--- src/rtl/hlt_pkg.sv ---
package hlt_pkg;

  typedef enum logic [2:0] {
    ST_IDLE   = 3'd0,
    ST_FRST   = 3'd1,
    ST_LOAD   = 3'd2,
    ST_READY  = 3'd3,
    ST_UNLOAD = 3'd4
  } hlState_t;

  // strobes from control to datapath
  typedef struct packed {
    logic frstArm;    // start the fault-clear pulse counter
    logic frstRun;    // pulse counter is active
    logic loadArm;    // load the tick counter with the settle target
    logic unloadArm;  // load the tick counter with the hold-off target
    logic counting;   // tick counter consumes msTick
  } hlCtl_t;

  // status from datapath to control
  typedef struct packed {
    logic frstDone;   // last cycle of the fault-clear pulse
    logic expire;     // tick that completes the current wait
  } hlStat_t;

endpackage

--- src/rtl/hl_timer_dp.sv ---
module hl_timer_dp
  import hlt_pkg::*;
#(
  parameter int LOAD_CODE_W   = 7,
  parameter int UNLOAD_CODE_W = 4,
  parameter int LOAD_STEP     = 2,
  parameter int UNLOAD_STEP   = 16,
  parameter int FRST_CYCLES   = 4
) (
  input  logic                     clk,
  input  logic                     rst_n,
  input  logic                     msTick,
  input  logic [LOAD_CODE_W-1:0]   loadCode,
  input  logic [UNLOAD_CODE_W-1:0] unloadCode,
  input  hlCtl_t                   ctl,
  output hlStat_t                  stat
);

  localparam int LOAD_MAX   = ((1 << LOAD_CODE_W) - 1) * LOAD_STEP;
  localparam int UNLOAD_MAX = ((1 << UNLOAD_CODE_W) - 1) * UNLOAD_STEP;
  localparam int TICK_MAX   = (LOAD_MAX > UNLOAD_MAX) ? LOAD_MAX : UNLOAD_MAX;
  localparam int CNT_W      = $clog2(TICK_MAX + 1);
  localparam int FRST_W     = (FRST_CYCLES > 1) ? $clog2(FRST_CYCLES) : 1;

  logic [CNT_W-1:0]  tickCnt;
  logic [CNT_W-1:0]  loadUnits, unloadUnits;
  logic [CNT_W-1:0]  loadTarget, unloadTarget;
  logic [FRST_W-1:0] frstCnt;

  // zero codes behave as the smallest step
  always_comb begin
    loadUnits    = (loadCode   == '0) ? CNT_W'(1) : CNT_W'(loadCode);
    unloadUnits  = (unloadCode == '0) ? CNT_W'(1) : CNT_W'(unloadCode);
    loadTarget   = loadUnits   * CNT_W'(LOAD_STEP);
    unloadTarget = unloadUnits * CNT_W'(UNLOAD_STEP);
  end

  // millisecond down-counter shared by both waits
  always_ff @(posedge clk) begin
    if (!rst_n)
      tickCnt <= '0;
    else if (ctl.loadArm)
      tickCnt <= loadTarget;
    else if (ctl.unloadArm)
      tickCnt <= unloadTarget;
    else if (ctl.counting && msTick && tickCnt > CNT_W'(1))
      tickCnt <= tickCnt - CNT_W'(1);
  end

  // fault-clear pulse length counter
  always_ff @(posedge clk) begin
    if (!rst_n)
      frstCnt <= '0;
    else if (ctl.frstArm)
      frstCnt <= FRST_W'(FRST_CYCLES - 1);
    else if (ctl.frstRun && frstCnt != '0)
      frstCnt <= frstCnt - FRST_W'(1);
  end

  always_comb begin
    stat.expire   = ctl.counting && msTick && (tickCnt == CNT_W'(1));
    stat.frstDone = ctl.frstRun && (frstCnt == '0);
  end


  // counter is never empty while a wait is in progress
  cnt_live_chk: assert property (@(posedge clk) disable iff (!rst_n)
    ctl.counting |-> (tickCnt != '0));

endmodule

--- src/rtl/hl_timer_ctl.sv ---
module hl_timer_ctl
  import hlt_pkg::*;
(
  input  logic    clk,
  input  logic    rst_n,
  input  logic    opReq,
  input  logic    opDone,
  input  hlStat_t stat,
  output hlCtl_t  ctl,
  output logic    headLoad,
  output logic    faultReset,
  output logic    xferReady
);

  hlState_t state, stateNext;

  always_comb begin
    stateNext = state;
    ctl       = '0;
    ctl.frstRun  = (state == ST_FRST);
    ctl.counting = (state == ST_LOAD) || (state == ST_UNLOAD);
    unique case (state)
      ST_IDLE: if (opReq) begin
        stateNext   = ST_FRST;
        ctl.frstArm = 1'b1;
      end
      ST_FRST: if (stat.frstDone) begin
        stateNext   = ST_LOAD;
        ctl.loadArm = 1'b1;
      end
      ST_LOAD: if (stat.expire) stateNext = ST_READY;
      ST_READY: if (opDone) begin
        stateNext     = ST_UNLOAD;
        ctl.unloadArm = 1'b1;
      end
      ST_UNLOAD: begin
        if (opReq)            stateNext = ST_READY;  // reuse beats expiry
        else if (stat.expire) stateNext = ST_IDLE;
      end
      default: stateNext = ST_IDLE;
    endcase
  end

  always_ff @(posedge clk) begin
    if (!rst_n) begin
      state      <= ST_IDLE;
      headLoad   <= 1'b0;
      faultReset <= 1'b0;
      xferReady  <= 1'b0;
    end else begin
      state      <= stateNext;
      headLoad   <= (stateNext == ST_LOAD) || (stateNext == ST_READY) ||
                    (stateNext == ST_UNLOAD);
      faultReset <= (stateNext == ST_FRST);
      xferReady  <= (stateNext == ST_READY);
    end
  end


  frst_excl_chk: assert property (@(posedge clk) disable iff (!rst_n)
    !(faultReset && headLoad));


  load_after_frst_chk: assert property (@(posedge clk) disable iff (!rst_n)
    $rose(headLoad) |-> $past(faultReset));


  ready_needs_head_chk: assert property (@(posedge clk) disable iff (!rst_n)
    xferReady |-> headLoad);


  reuse_ready_chk: assert property (@(posedge clk) disable iff (!rst_n)
    (state == ST_UNLOAD && opReq) |=> (xferReady && !faultReset));


  unload_drop_chk: assert property (@(posedge clk) disable iff (!rst_n)
    $fell(headLoad) |-> !xferReady);

endmodule

--- src/rtl/head_load_timer.sv ---
module head_load_timer
  import hlt_pkg::*;
#(
  parameter int LOAD_CODE_W   = 7,
  parameter int UNLOAD_CODE_W = 4,
  parameter int LOAD_STEP     = 2,
  parameter int UNLOAD_STEP   = 16,
  parameter int FRST_CYCLES   = 4
) (
  input  logic                     clk,
  input  logic                     rst_n,
  input  logic                     msTick,
  input  logic                     opReq,
  input  logic                     opDone,
  input  logic [LOAD_CODE_W-1:0]   loadCode,
  input  logic [UNLOAD_CODE_W-1:0] unloadCode,
  output logic                     headLoad,
  output logic                     faultReset,
  output logic                     xferReady
);

  hlCtl_t  ctl;
  hlStat_t stat;

  hl_timer_ctl u_ctl (
    .clk        (clk),
    .rst_n      (rst_n),
    .opReq      (opReq),
    .opDone     (opDone),
    .stat       (stat),
    .ctl        (ctl),
    .headLoad   (headLoad),
    .faultReset (faultReset),
    .xferReady  (xferReady)
  );

  hl_timer_dp #(
    .LOAD_CODE_W   (LOAD_CODE_W),
    .UNLOAD_CODE_W (UNLOAD_CODE_W),
    .LOAD_STEP     (LOAD_STEP),
    .UNLOAD_STEP   (UNLOAD_STEP),
    .FRST_CYCLES   (FRST_CYCLES)
  ) u_dp (
    .clk        (clk),
    .rst_n      (rst_n),
    .msTick     (msTick),
    .loadCode   (loadCode),
    .unloadCode (unloadCode),
    .ctl        (ctl),
    .stat       (stat)
  );

endmodule

--- config.mk ---
export PLATFORM = sky130hd
export DESIGN_NAME = head_load_timer
export DESIGN_NICKNAME = d
export VERILOG_FILES = /design/src/rtl/hlt_pkg.sv /design/src/rtl/hl_timer_dp.sv /design/src/rtl/hl_timer_ctl.sv /design/src/rtl/head_load_timer.sv
export SDC_FILE = /design/constraint.sdc
export NUM_CORES = 1
export LEC_CHECK = 0
export BUFFER_PORTS_ARGS = -buffer_cell sky130_fd_sc_hd__buf_2
export CORE_UTILIZATION = 50
export CTS_CLUSTER_DIAMETER = 30
export CTS_CLUSTER_SIZE = 16
export DETAILED_ROUTE_END_ITERATION = 10
export PLACE_DENSITY_LB_ADDON = 0.25
export SYNTH_ARGS = -nofsm -noshare
export SYNTH_HDL_FRONTEND = slang
export SYNTH_SLANG_ARGS = --single-unit
export TNS_END_PERCENT = 100
--- constraint.sdc ---
create_clock -name clk -period 2.6 [get_ports clk]
set_clock_uncertainty 0.2 [all_clocks]
set_input_delay 0.26 -clock clk [delete_from_list [all_inputs] [get_ports clk]]
set_output_delay 0.26 -clock clk [all_outputs]
set_load 0.005 [all_outputs]
* Yosys cells after proc, flatten, opt, wreduce, memory -nomap -nowiden
Index checks and enable logic that the tools add are counted.
Widths: inputs -> output; s select.
** Cells by class
- Add/sub/neg operators :: 2
- $mul :: 0
- Divide/modulo/power cells :: 0
- $lt $le $gt $ge :: 1
- Eq/ne operators :: 9
- Shift-type cells :: 0
- Mux-type cells :: 20
- Bitwise gates (word level) :: 1
- Reduce and logical (&&, ||, !) cells :: 16
** Operator list (number)
- $mux 8 :: 3
- $mux 3 :: 6
- $pmux 3 s5 :: 1
- $eq 3x2->1 const B :: 4
- $eq 8x1->1 const B :: 1
- $gt 8x1->1 const B :: 1
- $sub 8x1->8 const B :: 1
- $logic_not 7->1 :: 1
- $mux 7 :: 1
- $eq 3x1->1 const B :: 2
- $eq 3x3->1 const B :: 2
- $mux 1 :: 6
- $logic_and 1x1->1 :: 5
- $logic_not 4->1 :: 1
- $mux 2 :: 2
- $mux 4 :: 1
- $reduce_bool 2->1 :: 2
- $logic_not 3->1 :: 1
- $logic_or 1x1->1 :: 3
- $reduce_bool 3->1 :: 1
- $reduce_or 3->1 :: 1
- $logic_not 2->1 :: 1
- $sub 2x1->2 const B :: 1
- $not 1->1 :: 1
** Word-level totals
- Register bits :: 16
- Latch bits :: 0
- Memory bits (writable) :: 0
- Bits in read-only memories :: 0
- Input bits :: 16
- Output and inout bits :: 3
- Word-level logic and storage cells :: 56
- Memories :: 0

* Logic depth before layout (Yosys ltp)
- Depth after elaboration :: 10
- Gate-level depth with buffers :: 8
- Mapped depth without buffers :: 7

* Modules after synthesis
From an unflattened synthesis, not the netlist that was laid out.
** Second synthesis, totals
- Cell total of the unflattened synthesis :: 128
- Area total of the unflattened synthesis :: 1096.1 µm²
** Modules (own cells, without submodules)
- hl_timer_dp :: instances 1, cells each 90, area each 718.2 µm², seq. area each 200.2 µm²
- hl_timer_ctl :: instances 1, cells each 38, area each 377.9 µm², seq. area each 120.1 µm²

* Worst setup path after synthesis
Ideal clock, no wire load.
- Path type :: reg-to-reg
- Start :: reg u_dp.tickCnt[5]
- End :: reg u_dp.tickCnt[1]
- Library setup time :: 0.120 ns
- Data arrival time :: 1.594 ns
- Data required time :: 2.280 ns
- Setup slack :: 0.686 ns
- Stages on the path, launching flop included :: 6
- Buffers on the path :: 0
- Clock period less this slack :: 1.914 ns
- Cells stage by stage :: dfxtp_1 -> or4_4 -> nor4_4 -> nand2b_2 -> nor2_1 -> o31a_1
** Between the ends
- Cells in the longest elaborated chain, start to end :: 3
** Ends and longest elaborated chain
- from (decl) :: line hl_timer_dp.sv:25 : logic [CNT_W-1:0] tickCnt;
- from (signal assigned) :: line hl_timer_dp.sv:43 : tickCnt <= loadTarget;
- from (signal assigned) :: line hl_timer_dp.sv:45 : tickCnt <= unloadTarget;
- from (signal assigned) :: line hl_timer_dp.sv:47 : tickCnt <= tickCnt - CNT_W'(1);
- $gt 8x1->1 :: line hl_timer_dp.sv:46 : else if (ctl.counting && msTick && tickCnt > CNT_W'(1))
- $logic_and 1x1->1 :: line hl_timer_dp.sv:46
- $reduce_bool 3->1 (no line)
No other way between the ends.
A chain may end at the register's enable or synchronous reset.

* Worst setup path in the final report
- Start :: reg u_ctl.state[1]
- End :: reg u_dp.tickCnt[3]
** Between the ends
- Cells in the longest elaborated chain, start to end :: 5
- Elaborated cells on any way between the ends :: 14
- Those cells by class :: eq/ne: 4; mux: 5; reduce/logical: 5
** Ends and longest elaborated chain
- from (decl) :: line hl_timer_ctl.sv:15 : hlState_t state, stateNext;
- from (signal assigned) :: line hl_timer_ctl.sv:51 : state <= stateNext;
- $eq 3x1->1 (tied with other cells) :: line hl_timer_ctl.sv:20, hl_timer_ctl.sv:22
- $logic_and 1x1->1 / $logic_or 1x1->1 (equally long branches) :: line hl_timer_dp.sv:62, hl_timer_ctl.sv:21
- $mux 1 / $logic_and 1x1->1 (equally long branches) :: line hl_timer_ctl.sv:27, hl_timer_dp.sv:46
- $mux 1 / $logic_and 1x1->1 (equally long branches) :: line hl_timer_ctl.sv:22, hl_timer_dp.sv:46
- $reduce_bool 3->1 (no line) / $mux 8 (equally long branches)
Several ways; a longest one is shown, not always the timed one.

==> impl_metrics.env <==
export IMPL_status="finished, violations left"
export IMPL_violations="DRC"
export IMPL_wl_met2_mm=1.09
export IMPL_critPathBufInv=0
export IMPL_crit_type="flop to flop"
export IMPL_seq_power_share=0.421
export IMPL_total_power_uw=744
export IMPL_cp_depth=5
export IMPL_synth_yosys_seq_area_share=0.313
export IMPL_synth_main_ff_cell="dfxtp_1"
export IMPL_cp_max_fo=13
export IMPL_finalHoldViolCount=0
export IMPL_cp_arrival_ns=2.15
export IMPL_grt_usage=0.233
export IMPL_synth_cells=127
export IMPL_synth_area_leaders="dfxtp_1 31%, nor2_1 4.8%, a21oi_1 4.4%"
export IMPL_vias=1000
export IMPL_setup_ws_ns=0.461
export IMPL_switching_power_uw=255
export IMPL_yosysWarnings=0
export IMPL_grt_start_max_net_pins=14
export IMPL_sw_frac_of_total=0.343
export IMPL_syn_nets=146
export IMPL_p_int_uw=489
export IMPL_maxCapViolCount=0
export IMPL_startpoint_type="flop"
export IMPL_dieArea_um2=2230
export IMPL_yosysTopAreaCellShare=0.313
export IMPL_max_freq_mhz=468
export IMPL_cts_tree="done"
export IMPL_met3WireLength_um=155
export IMPL_maxSlewHeadroom=0.670
export IMPL_clockPowerShare=0.222
export IMPL_drc_errors=1
export IMPL_rrSetupSlack_ns=0.46
export IMPL_async_reset_ff_frac=0
export IMPL_initial_core_util=0.527
export IMPL_htree_num_levels=1
export IMPL_layout_min_cycle_time_ns=2.14
export IMPL_clk_latency_ns=0.29
export IMPL_grt_pass1_wl_mm=3.59
export IMPL_rows=16
export IMPL_hold_slack_ns=0.0773
export IMPL_yosysMostFrequentCell="dfxtp_1"
export IMPL_r2r_start="u_ctl.state[1]"
export IMPL_dp_hpwl_mm=1.77
export IMPL_drtAntennaViolNets=0
export IMPL_endpoint="u_dp.tickCnt[3]"
export IMPL_synth_edff_count=0
export IMPL_grt_overflow=0
export IMPL_cp_slowest_cell="dfxtp_1"
export IMPL_nets=165
export IMPL_placement_cell_area_um2=1130
export IMPL_avgSynthCellArea_um2=8.06
export IMPL_cts_root_buffer_cell="clkbuf_4"
export IMPL_firstDrtPassIters=7
export IMPL_netlist_top_cells_count="16 x dfxtp_1, 13 x nor2_1, 10 x nand2_1"
export IMPL_wl_per_cell_um=13.4
export IMPL_synth_seq_cells=16
export IMPL_end_kind="flop"
export IMPL_critPathRequiredTime_ns=2.61
export IMPL_synth_top_area_cell="dfxtp_1"
export IMPL_port_buffers=18
export IMPL_final_cell_area_um2=1170
export IMPL_path_clk_slew_ns=0.10
export IMPL_pwr_share_comb=0.357
export IMPL_slew_viol_final=0
export IMPL_tns_ns=0
export IMPL_die_y_um=47.2
export IMPL_antenna_cells=0
export IMPL_die_x_um=47.2
export IMPL_ios=19
export IMPL_wl_mm=2.30
export IMPL_post_drt_via_cell_ratio=5.81
export IMPL_post_place_ws_ns=0.505
export IMPL_reg2regPathDepth=5
export IMPL_cts_buffers=3
export IMPL_post_cts_resized=0
export IMPL_hold_path_class="primary input to flop"
export IMPL_wl_met1_mm=1.06
export IMPL_p_leak_nw=0.466
export IMPL_period_share=0.823
export IMPL_powerDensity_nw_per_um2=636
export IMPL_post_cts_buffers=0
export IMPL_irDropWorstVdd_mv=0.369
export IMPL_reg2reg_to="u_dp.tickCnt[3]"
export IMPL_grt_pass1_vias=826
export IMPL_syn_area_um2=1020
export IMPL_rsz0062_at_grt="false"
export IMPL_worst_pin_slew_ns=0.493
export IMPL_startpoint="u_ctl.state[1]"
export IMPL_crit_family="simple AND/OR/NAND/NOR gates"
export IMPL_gp_congestion=0.853
export IMPL_core_area_um2=1940
export IMPL_area_growth_synth_to_final_pct=14.3
export IMPL_drtIter0Drc=29
export IMPL_cts_hold_buf=0
export IMPL_slowest_delay_ns=0.59
export IMPL_path_cells="xnor2_1 -> nor3b_2 -> nand2b_2 -> o2111a_1 -> a211oi_2"
export IMPL_synth_cell_types=48
export IMPL_highest_layer="met3"
export IMPL_drive_gt1_frac=0.228
export IMPL_setup_viol=0
export IMPL_antenna_found_initial=0
export IMPL_cts_sinks=16
export IMPL_clockBufferDepth=2
[cell usage in the layout (no fill, tap or decap), drive strengths merged, types with 2 or more instances in the layout]
| cell type | Yosys | routed |
|---|---|---|
| nor2 | 13 | 13 |
| clkbuf | 3 | 4 |
| nor3b | 2 | 2 |
| o21ai | 9 | 9 |
| a211oi | 2 | 2 |
| xnor2 | 2 | 2 |
| a22oi | 2 | 2 |
| nand2b | 3 | 3 |
| nand3 | 3 | 3 |
| nand4 | 3 | 3 |
| a21oi | 9 | 9 |
| or4 | 2 | 2 |
| nor4 | 2 | 2 |
| inv | 7 | 7 |
| buf | 2 | 19 |
| a31oi | 2 | 2 |
| nor3 | 8 | 8 |
| ha | 3 | 3 |
| nand2 | 10 | 10 |
| dfxtp | 16 | 16 |
| o21a | 2 | 2 |
| a221oi | 2 | 2 |
[registers in the layout, summed over array words and instances, names as in the netlist]
name / cells
u_ctl.xferReady: 1
u_dp.frstCnt: 2
u_ctl.state: 3
u_dp.tickCnt: 8
u_ctl.headLoad: 1
u_ctl.faultReset: 1
[stage by stage]
stage,utilization,std cells
floorplan,-,127
detailed placement,0.584,168
finish,0.602,172
CTS,0.602,172
global route,0.602,172
global placement,0.584,168
[worst min path at each step]
stage / startpoint / to / slack [ns] / cells after the start
finish: loadCode[5] / u_dp.tickCnt[6] / 0.08 / 3
global placement: u_dp.frstCnt[0] / u_dp.frstCnt[0] / 0.29 / 2
CTS: loadCode[5] / u_dp.tickCnt[6] / 0.07 / 3
detailed placement: u_dp.frstCnt[0] / u_dp.frstCnt[0] / 0.31 / 2
floorplan: loadCode[5] / u_dp.tickCnt[6] / 0.26 / 2
global route: rst_n / u_dp.tickCnt[1] / 0.08 / 2
[cells by family after synthesis]
logic type | synth area share
simple gates | 0.303
fa+ha+maj | 0.0367
compound gates | 0.263
buf+inv | 0.0465
xor+xnor | 0.0171
flops | 0.313
mux | 0.0208
[worst reg2reg max path, cell delays in order, from the launching register on]
cell	delay (ns)
dfxtp_1	0.59
xnor2_1	0.19
nor3b_2	0.46
nand2b_2	0.16
o2111a_1	0.28
a211oi_2	0.19
[power by group through the flow]
stage	Sequential, mW	Combinational (mW)	Clock (mW)
floorplan	0.304	0.216	0
detailed placement	0.318	0.264	0
global placement	0.318	0.259	0
finish	0.313	0.266	0.165
global route	0.319	0.296	0.182
CTS	0.312	0.265	0.169
[metal layers]
| layer | GRT usage | vias to the layer above |
|---|---|---|
| li1 | - | 506 |
| met1 | 0.311 | 459 |
| met2 | 0.353 | 35 |
| met3 | 0.0808 | 0 |
| met4 | 0.0629 | 0 |
| met5 | 0 | - |
[cell type report]
class                           count  area [um^2]
Fill cell                         186          772
Multi-Input combinational cell     99          656
Sequential cell                    16          320
Timing Repair Buffer               19         97.6
Clock buffer                        4         36.3
Tap cell                           27         33.8
Inverter                            7         26.3
No activity file was read; power rests on OpenSTA's default activity.
